File: src/rtl/smp_pkg.sv
package smp_pkg;

    typedef enum logic [2:0] {
        CMD_NONE,
        CMD_ONCE,
        CMD_STREAM,
        CMD_STOP,
        CMD_EMU
    } cmd_e;

    localparam logic [7:0] CH_ONCE   = 8'h43;
    localparam logic [7:0] CH_STREAM = 8'h53;
    localparam logic [7:0] CH_STOP   = 8'h58;
    localparam logic [7:0] CH_EMU    = 8'h45;
    localparam logic [7:0] CASE_BIT  = 8'h20;

endpackage

File: src/rtl/smp_cmd_decode.sv
module smp_cmd_decode
    import smp_pkg::*;
#(
    parameter int CHAR_W = 8
) (
    input  logic [CHAR_W-1:0] rx_data,
    input  logic              rx_valid,
    output cmd_e              cmd
);

    localparam logic [CHAR_W-1:0] LOW_A = CHAR_W'(8'h61);
    localparam logic [CHAR_W-1:0] LOW_Z = CHAR_W'(8'h7A);

    logic [CHAR_W-1:0] folded;

    always_comb begin
        if (rx_data >= LOW_A && rx_data <= LOW_Z) begin
            folded = rx_data & ~CHAR_W'(CASE_BIT);
        end else begin
            folded = rx_data;
        end
    end

    always_comb begin
        cmd = CMD_NONE;
        if (rx_valid) begin
            unique case (folded)
                CHAR_W'(CH_ONCE):   cmd = CMD_ONCE;
                CHAR_W'(CH_STREAM): cmd = CMD_STREAM;
                CHAR_W'(CH_STOP):   cmd = CMD_STOP;
                CHAR_W'(CH_EMU):    cmd = CMD_EMU;
                default:            cmd = CMD_NONE;
            endcase
        end
    end

endmodule

File: src/rtl/smp_sample_hold.sv
module smp_sample_hold #(
    parameter int DATA_W = 8
) (
    input  logic              clk,
    input  logic              rst_n,
    input  logic              capture,
    input  logic [DATA_W-1:0] din,
    output logic [DATA_W-1:0] latest
);

    typedef struct packed {
        logic [DATA_W-1:0] value;
    } hold_t;

    hold_t hold_d, hold_q;

    always_comb begin
        hold_d = hold_q;
        if (capture) begin
            hold_d.value = din;
        end
    end

    always_ff @(posedge clk) begin
        if (!rst_n) begin
            hold_q <= '0;
        end else begin
            hold_q <= hold_d;
        end
    end

    assign latest = hold_q.value;

endmodule

File: src/rtl/smp_test_counter.sv
module smp_test_counter #(
    parameter int DATA_W = 8
) (
    input  logic              clk,
    input  logic              rst_n,
    input  logic              advance,
    output logic [DATA_W-1:0] value
);

    localparam logic [DATA_W-1:0] STEP = DATA_W'(1);

    typedef struct packed {
        logic [DATA_W-1:0] count;
    } cnt_t;

    cnt_t cnt_d, cnt_q;

    always_comb begin
        cnt_d = cnt_q;
        if (advance) begin
            cnt_d.count = cnt_q.count + STEP;
        end
    end

    always_ff @(posedge clk) begin
        if (!rst_n) begin
            cnt_q <= '0;
        end else begin
            cnt_q <= cnt_d;
        end
    end

    assign value = cnt_q.count;

endmodule

File: src/rtl/smp_tx_slot.sv
module smp_tx_slot #(
    parameter int DATA_W = 8
) (
    input  logic              clk,
    input  logic              rst_n,
    input  logic              load,
    input  logic [DATA_W-1:0] load_data,
    input  logic              tx_ready,
    output logic              tx_valid,
    output logic [DATA_W-1:0] tx_data
);

    typedef struct packed {
        logic              full;
        logic [DATA_W-1:0] data;
    } slot_t;

    slot_t slot_d, slot_q;

    always_comb begin
        slot_d = slot_q;
        if (slot_q.full && tx_ready) begin
            slot_d.full = 1'b0;
        end
        if (load) begin
            slot_d.full = 1'b1;
            slot_d.data = load_data;
        end
    end

    always_ff @(posedge clk) begin
        if (!rst_n) begin
            slot_q <= '0;
        end else begin
            slot_q <= slot_d;
        end
    end

    assign tx_valid = slot_q.full;
    assign tx_data  = slot_q.data;

endmodule

File: src/rtl/smp_streamer.sv
module smp_streamer
    import smp_pkg::*;
#(
    parameter int DATA_W = 8,
    parameter int CHAR_W = 8
) (
    input  logic              clk,
    input  logic              rst_n,
    input  logic [DATA_W-1:0] conv_data,
    input  logic              conv_done,
    input  logic [CHAR_W-1:0] rx_data,
    input  logic              rx_valid,
    output logic [DATA_W-1:0] tx_data,
    output logic              tx_valid,
    input  logic              tx_ready
);

    typedef struct packed {
        logic streaming;
    } mode_t;

    mode_t             mode_d, mode_q;
    cmd_e              cmd;
    logic [DATA_W-1:0] latest;
    logic [DATA_W-1:0] emu_value;
    logic              emu_adv;
    logic              req_load;
    logic [DATA_W-1:0] req_data;

    smp_cmd_decode #(.CHAR_W(CHAR_W)) decode_i (
        .rx_data  (rx_data),
        .rx_valid (rx_valid),
        .cmd      (cmd)
    );

    smp_sample_hold #(.DATA_W(DATA_W)) hold_i (
        .clk     (clk),
        .rst_n   (rst_n),
        .capture (conv_done),
        .din     (conv_data),
        .latest  (latest)
    );

    smp_test_counter #(.DATA_W(DATA_W)) emu_i (
        .clk     (clk),
        .rst_n   (rst_n),
        .advance (emu_adv),
        .value   (emu_value)
    );

    smp_tx_slot #(.DATA_W(DATA_W)) slot_i (
        .clk       (clk),
        .rst_n     (rst_n),
        .load      (req_load),
        .load_data (req_data),
        .tx_ready  (tx_ready),
        .tx_valid  (tx_valid),
        .tx_data   (tx_data)
    );

    // Mode state and request arbitration: a command reply outranks a streamed result.
    always_comb begin
        mode_d   = mode_q;
        emu_adv  = 1'b0;
        req_load = 1'b0;
        req_data = '0;
        unique case (cmd)
            CMD_STREAM: mode_d.streaming = 1'b1;
            CMD_STOP:   mode_d.streaming = 1'b0;
            default:    mode_d = mode_q;
        endcase
        if (cmd == CMD_ONCE) begin
            req_load = 1'b1;
            req_data = latest;
        end else if (cmd == CMD_EMU) begin
            req_load = 1'b1;
            req_data = emu_value;
            emu_adv  = 1'b1;
        end else if (mode_q.streaming && conv_done) begin
            req_load = 1'b1;
            req_data = conv_data;
        end
    end

    always_ff @(posedge clk) begin
        if (!rst_n) begin
            mode_q <= '0;
        end else begin
            mode_q <= mode_d;
        end
    end

endmodule

File: config.mk
export PLATFORM = sky130hd
export DESIGN_NAME = smp_streamer
export DESIGN_NICKNAME = d
export VERILOG_FILES = /design/src/rtl/smp_pkg.sv /design/src/rtl/smp_cmd_decode.sv /design/src/rtl/smp_sample_hold.sv /design/src/rtl/smp_test_counter.sv /design/src/rtl/smp_tx_slot.sv /design/src/rtl/smp_streamer.sv
export SDC_FILE = /design/constraint.sdc
export NUM_CORES = 1
export LEC_CHECK = 0
export BUFFER_PORTS_ARGS = -buffer_cell sky130_fd_sc_hd__buf_2
export CORE_MARGIN = 1.5
export CORE_UTILIZATION = 55
export DETAILED_ROUTE_END_ITERATION = 10
export PLACE_DENSITY = 0.86
export SETUP_SLACK_MARGIN = 0.5
export SYNTH_ARGS = -nofsm -noshare
export SYNTH_HDL_FRONTEND = slang
export SYNTH_SLANG_ARGS = --single-unit
File: constraint.sdc
create_clock -name clk -period 2.3 [get_ports clk]
set_input_delay 0.46 -clock clk [delete_from_list [all_inputs] [get_ports clk]]
set_output_delay 0.46 -clock clk [all_outputs]
set_load 0.1 [all_outputs]
==> out/qor.yml, run 1 <==
critPathCaptureType: "primary output"
start_util: 0.5736
drc_errors: 0
synth_cell_type_count: 38
diodes: 0
crit_fanout: 2
slew_violations: 0
path_delay_family: "buffers and inverters"
grt.total_usage: 0.2376
syn-num-nets: 173
finalSetupTns_ps: 0
seq_area_um2: 520.5
first_iter_violations: 17
antenna_found_initial: 0
grt_pass1_vias: 1102
nFillCells: 194
fmax_mhz: 631.7
areaGrowthSynthToFinish_pct: 13.45
grt_max_degree: 27
synth_top_area_frac: 0.3731
synth_ff_type: "dfxtp_1"
maxCapViolCount: 0
ant_nets: 0
vias: 1250
clk_latency_ps: 330
finalSetupViolCount: 0
p_per_area_nw_per_um2: 507.6
hp-class: "in -> reg"
crit_slowest_cell: "buf_2"
routed_wl_mm: 3.069
cts_resized: 0
grt_overflow_total: 0
drive_gt1_frac: 0.2171
core-area_um2: 2432
fin_total_pwr_mw: 0.8035
synth_edf_count: 0
ys_seq_area_frac: 0.3731
gp_congestion: 0.7562
num_io_pins: 30
fin_util: 0.6507
fp-row-count: 18
syn_area_per_cell_um2: 9.239
yosys.area.top_type: "dfxtp_1"
ys_top_cells_by_count: "dfxtp_1, nor2b_1, mux2i_1, nor2_1, nor3_1"
die_h_um: 53.37
hold_buffers: 0
path_class: "reg -> out"
finalHoldViolCount: 0
clk_path_buf_depth: 2
grt_setup_unrepaired: "no"
dp_hpwl_mm: 2.106
cts_tree: "built"
yosysMostFrequentCell: "dfxtp_1"
leakagePower_nw: 0.6612
cts_setup_buffers: 0
fin_nets: 198
clock-root-buffer: "clkbuf_4"
dieArea_um2: 2848
yosys_warnings: 0
post_drt_wl_per_cell_um: 14.97
first_pass_iters: 4
worst_pin_slew_ps: 614.6
synthTopCellsByArea: "dfxtp_1, mux2i_1, nor2b_1"
grt_pass1_wl_mm: 4.919
die_w_um: 53.37
async_reset_ff_frac: 0
cp-start-kind: "flip-flop"
slew_headroom: 0.5893
yosys_register_bits: 26
finalCritPeriodShare: 0.6883
synth.cell_area_um2: 1395
crit_buf_inv: 1
finClkSkew_ps: 7.477
clkSlewWorstSetupHoldPaths_ps: 150
path_cells: "buf_2"
viasPerCell: 6.098
multi_input_area_um2: 822.0
worst_ep_required_time_ps: 1840
clock_sinks: 26
critPathArrivalTime_ps: 1120
regToRegSetupSlack_ps: 830
cpPeakStageDelay_ps: 430
min_period_ps: 1583
outcome: "completed"
synth_cells: 151
vdd_drop_max_uv: 386.3
io_buffers: 28
cts_buffers: 3
htreeDepth: 1
[cell usage in the layout, fill, tap and decap left out, types with 2 or more instances in the layout]
cell	synthesis	layout
nand4_1	2	2
nand2_1	5	5
buf_2	3	28
dfxtp_1	26	26
xor2_1	6	6
nor2b_1	11	11
o21ai_0	2	2
nor3b_1	8	8
nand3b_1	2	2
nor4_1	3	3
a2bb2oi_1	6	6
o31a_1	6	6
and2_1	7	7
mux2i_1	9	9
nand4bb_1	2	2
nor3_1	9	9
buf_4	1	3
xnor2_1	2	2
o221ai_1	6	6
clkbuf_4	0	3
nor2_1	9	9
nand3_1	3	3
[layout make-up]
type | instances | share of cell area
inverter | 1 | 0.002372
multi-input combinational | 113 | 0.5194
clock buffer | 4 | 0.02292
sequential | 26 | 0.3289
timing repair buffer | 31 | 0.1028
tap | 30 | 0.02372
[path summary, 6_finish.rpt]
kind,depth (start not counted),start,endpoint
max reg2reg,4,mode_q$_SDFFE_PN0P_,slot_i.tx_data[5]$_SDFFE_PN0P_
min,3,rx_data[4],mode_q$_SDFFE_PN0P_
min reg2reg,2,mode_q$_SDFFE_PN0P_,mode_q$_SDFFE_PN0P_
max,1,slot_i.tx_data[6]$_SDFFE_PN0P_,tx_data[6]
[stage by stage]
step / instance area [um^2] / cells / hold WS (ps) / setup slack [ps]
global placement: 1546 / 201 / 460.4 / 427.6
global route: 1583 / 205 / 412.6 / 669.6
floorplan: 1395 / 151 / 440.1 / 667.7
detailed placement: 1546 / 201 / 471.0 / 398.2
finish: 1583 / 205 / 408.2 / 716.8
CTS: 1583 / 205 / 406.2 / 711.3
[where the power goes]
group | switching, mW | total, mW | internal, mW | leakage, nW
Sequential | 0.00668 | 0.467 | 0.461 | 0.211
Clock | 0.142 | 0.239 | 0.0971 | 0.0210
Combinational | 0.0579 | 0.0974 | 0.0395 | 0.429
[flip-flops by register name, summed over array words and instances, names as in the netlist]
| name | flops |
|---|---|
| emu_i.value | 8 |
| hold_i.latest | 8 |
| mode_q | 1 |
| slot_i.tx_data | 8 |
| slot_i.tx_valid | 1 |
[layer usage]
metal | wire [um] | vias to the layer above | part of all wire | global-route usage
met5 | 0 | - | 0 | 0
met4 | 46 | 0 | 0.015 | 0.08120
met3 | 131 | 5 | 0.043 | 0.03390
met2 | 1455 | 33 | 0.47 | 0.4095
met1 | 1435 | 605 | 0.47 | 0.2986
li1 | - | 607 | - | -
[kinds of logic after synthesis]
logic type      synth area share
compound gates            0.1740
xor+xnor                 0.05023
fa+ha+maj               0.008967
buf+inv                  0.03767
flops                     0.3731
mux                      0.06458
simple gates              0.2915
(Power assumes the default switching activity.)
==> inputs of run 2 (changes only) <==
CORE_UTILIZATION = 53   (was 55)
PLACE_DENSITY = 0.84   (was 0.86)
clock period = 1.5 ns   (was 2.3 ns; I/O delays follow)
==> out/qor.yml, run 2 (synthesis gave the netlist of run 1 again) <==
fp-row-count: 18  # unchanged
grt_pass1_wl_mm: 6.927  # was 4.919 mm
clock_sinks: 26  # unchanged
cpPeakStageDelay_ps: 540  # was 430 ps
clock-root-buffer: "clkbuf_4"  # unchanged
clk_path_buf_depth: 2  # unchanged
first_pass_iters: 4  # unchanged
first_iter_violations: 78  # was 17
fin_area_um2: 2235  # was 1583 um^2
finalCritPeriodShare: 0.8604
fin_util: 0.9020  # was 0.6507
num_io_pins: 30  # unchanged
p_int_mw: 0.9561  # was 0.5971 mW
diodes: 0  # unchanged
swShare: 0.2772  # was 0.2569
viasPerCell: 6.734  # was 6.098
slew_headroom: 0.7252  # was 0.5893
hold_buffers: 0  # unchanged
dp_slack_ps: -73.76  # was 398.2 ps
grt_setup_unrepaired: "yes"  # was no
dp_hpwl_mm: 2.606  # was 2.106 mm
path_delay_family: "simple AND/OR/NAND/NOR gates"  # was buffers and inverters
gp_congestion: 0.8645  # was 0.7562
crit_slowest_cell: "or4_1"  # was buf_2
die_w_um: 54.31  # was 53.37 um
fmax_mhz: 774.9
p_comb_frac: 0.179  # was 0.121
finalSetupViolCount: 0  # unchanged
outcome: "completed"  # unchanged
cp-start-kind: "flip-flop"  # unchanged
vdd_drop_max_uv: 864.1  # was 386.3 uV
antenna_found_initial: 0  # unchanged
vias: 1542  # was 1250
timing.hold.ws_ps: 230.5  # was 408.2 ps
pwr-share-clk: 0.285  # was 0.297
cts_buffers: 3  # unchanged
path_cells: "nor3b_1 -> or4_1 -> a22o_1 -> nor2_1"  # was buf_2
crit_buf_inv: 0  # was 1
min_period_ps: 1291
p_sw_mw: 0.3666  # was 0.2064 mW
setup_ws_ps: 209.4  # was 716.8 ps
post_drt_wl_per_cell_um: 22.78  # was 14.97 um
cts_tree: "built"  # unchanged
p_per_area_nw_per_um2: 591.9  # was 507.6 nW/um^2
finClkSkew_ps: 18.28  # was 7.477 ps
clkSlewWorstSetupHoldPaths_ps: 160  # was 150 ps
drc_errors: 0  # unchanged
core-area_um2: 2477  # was 2432 um^2
grt_max_degree: 27  # unchanged
crit_fanout: 2  # unchanged
areaGrowthSynthToFinish_pct: 60.18  # was 13.45%
worst_pin_slew_ps: 412.2  # was 614.6 ps
mostFrequentLayoutCell: "buf_4"  # was buf_2
dp.cells: 213  # was 201
maxCapViolCount: 0  # unchanged
power_frac_seq: 0.536  # was 0.581
start_util: 0.5631  # was 0.5736
die_h_um: 54.31  # was 53.37 um
critPathCaptureType: "flip-flop"  # was primary output
finalSetupTns_ps: 0  # unchanged
critPathArrivalTime_ps: 1580  # was 1120 ps
dieArea_um2: 2949  # was 2848 um^2
placed_area_um2: 1739  # was 1546 um^2
grt.total_usage: 0.3320  # was 0.2376
finalHoldViolCount: 0  # unchanged
grt_pass1_vias: 1475  # was 1102
clk_latency_ps: 340  # was 330 ps
layoutNonFillerInstCount: 229  # was 205
fin_nets: 222  # was 198
fin_total_pwr_mw: 1.323  # was 0.8035 mW
nFillCells: 97  # was 194
drive_gt1_frac: 0.5327  # was 0.2171
slew_violations: 0  # unchanged
htreeDepth: 1  # unchanged
worst_ep_required_time_ps: 1790  # was 1840 ps
hp-class: "in -> reg"  # unchanged
routed_wl_mm: 5.216  # was 3.069 mm
grt_overflow_total: 0  # unchanged
path_class: "reg -> reg"  # was reg -> out
leakagePower_nw: 0.9254  # was 0.6612 nW
io_buffers: 28  # unchanged
layout_common_cells: "buf_4, buf_2, nor2b_1"  # was buf_2, dfxtp_1, nor2b_1
ant_nets: 0  # unchanged
==> run 2: timing repair <==
item                       in CTS  in global routing
buffers inserted                9                  1
setup endpoints to repair      26                 27
pin swaps                       4                 10
cloned                          1                  1
gates resized for setup        56                 28
==> run 2: worst min-delay path: cells and delay by family <==
kind          cells  cell delay [ps]
mux               1               60
buf+inv           1               90
simple gates      1              100
==> run 2: per-layer routing <==
layer  global-route usage  wire, um
met5                    0         0
met2               0.5683      2648
met1               0.3880      1936
met3              0.06831       363
met4               0.1708       268
==> run 2: final timing paths <==
check,startpoint,to,slack [ps],cells after the start
setup / recovery,emu_i.value[6]$_SDFFE_PN0P_,slot_i.tx_data[6]$_SDFFE_PN0P_,210,4
hold reg to reg,hold_i.latest[0]$_SDFFE_PN0P_,hold_i.latest[0]$_SDFFE_PN0P_,550,2
setup reg to reg,emu_i.value[6]$_SDFFE_PN0P_,slot_i.tx_data[6]$_SDFFE_PN0P_,210,4
hold / removal,conv_data[0],hold_i.latest[0]$_SDFFE_PN0P_,230,3
==> run 2: final cells by class <==
type                       count  area (um^2)  share of cell area
clock buffer                   4        36.28             0.01624
inverter                       1        3.754            0.001680
multi-input combinational    113         1037              0.4642
sequential                    26        559.3              0.2503
tap                           30        37.54             0.01680
timing repair buffer          55        560.5              0.2508
==> run 2: power by group through the flow <==
stage | sequential [mW] | clock [mW] | combinational, mW
2_1_floorplan | 0.747 | 0 | 0.0865
3_3_place_gp | 0.730 | 0 | 0.168
3_5_place_dp | 0.732 | 0 | 0.176
4_1_cts | 0.714 | 0.370 | 0.203
5_1_grt | 0.711 | 0.398 | 0.246
6_report | 0.709 | 0.377 | 0.237
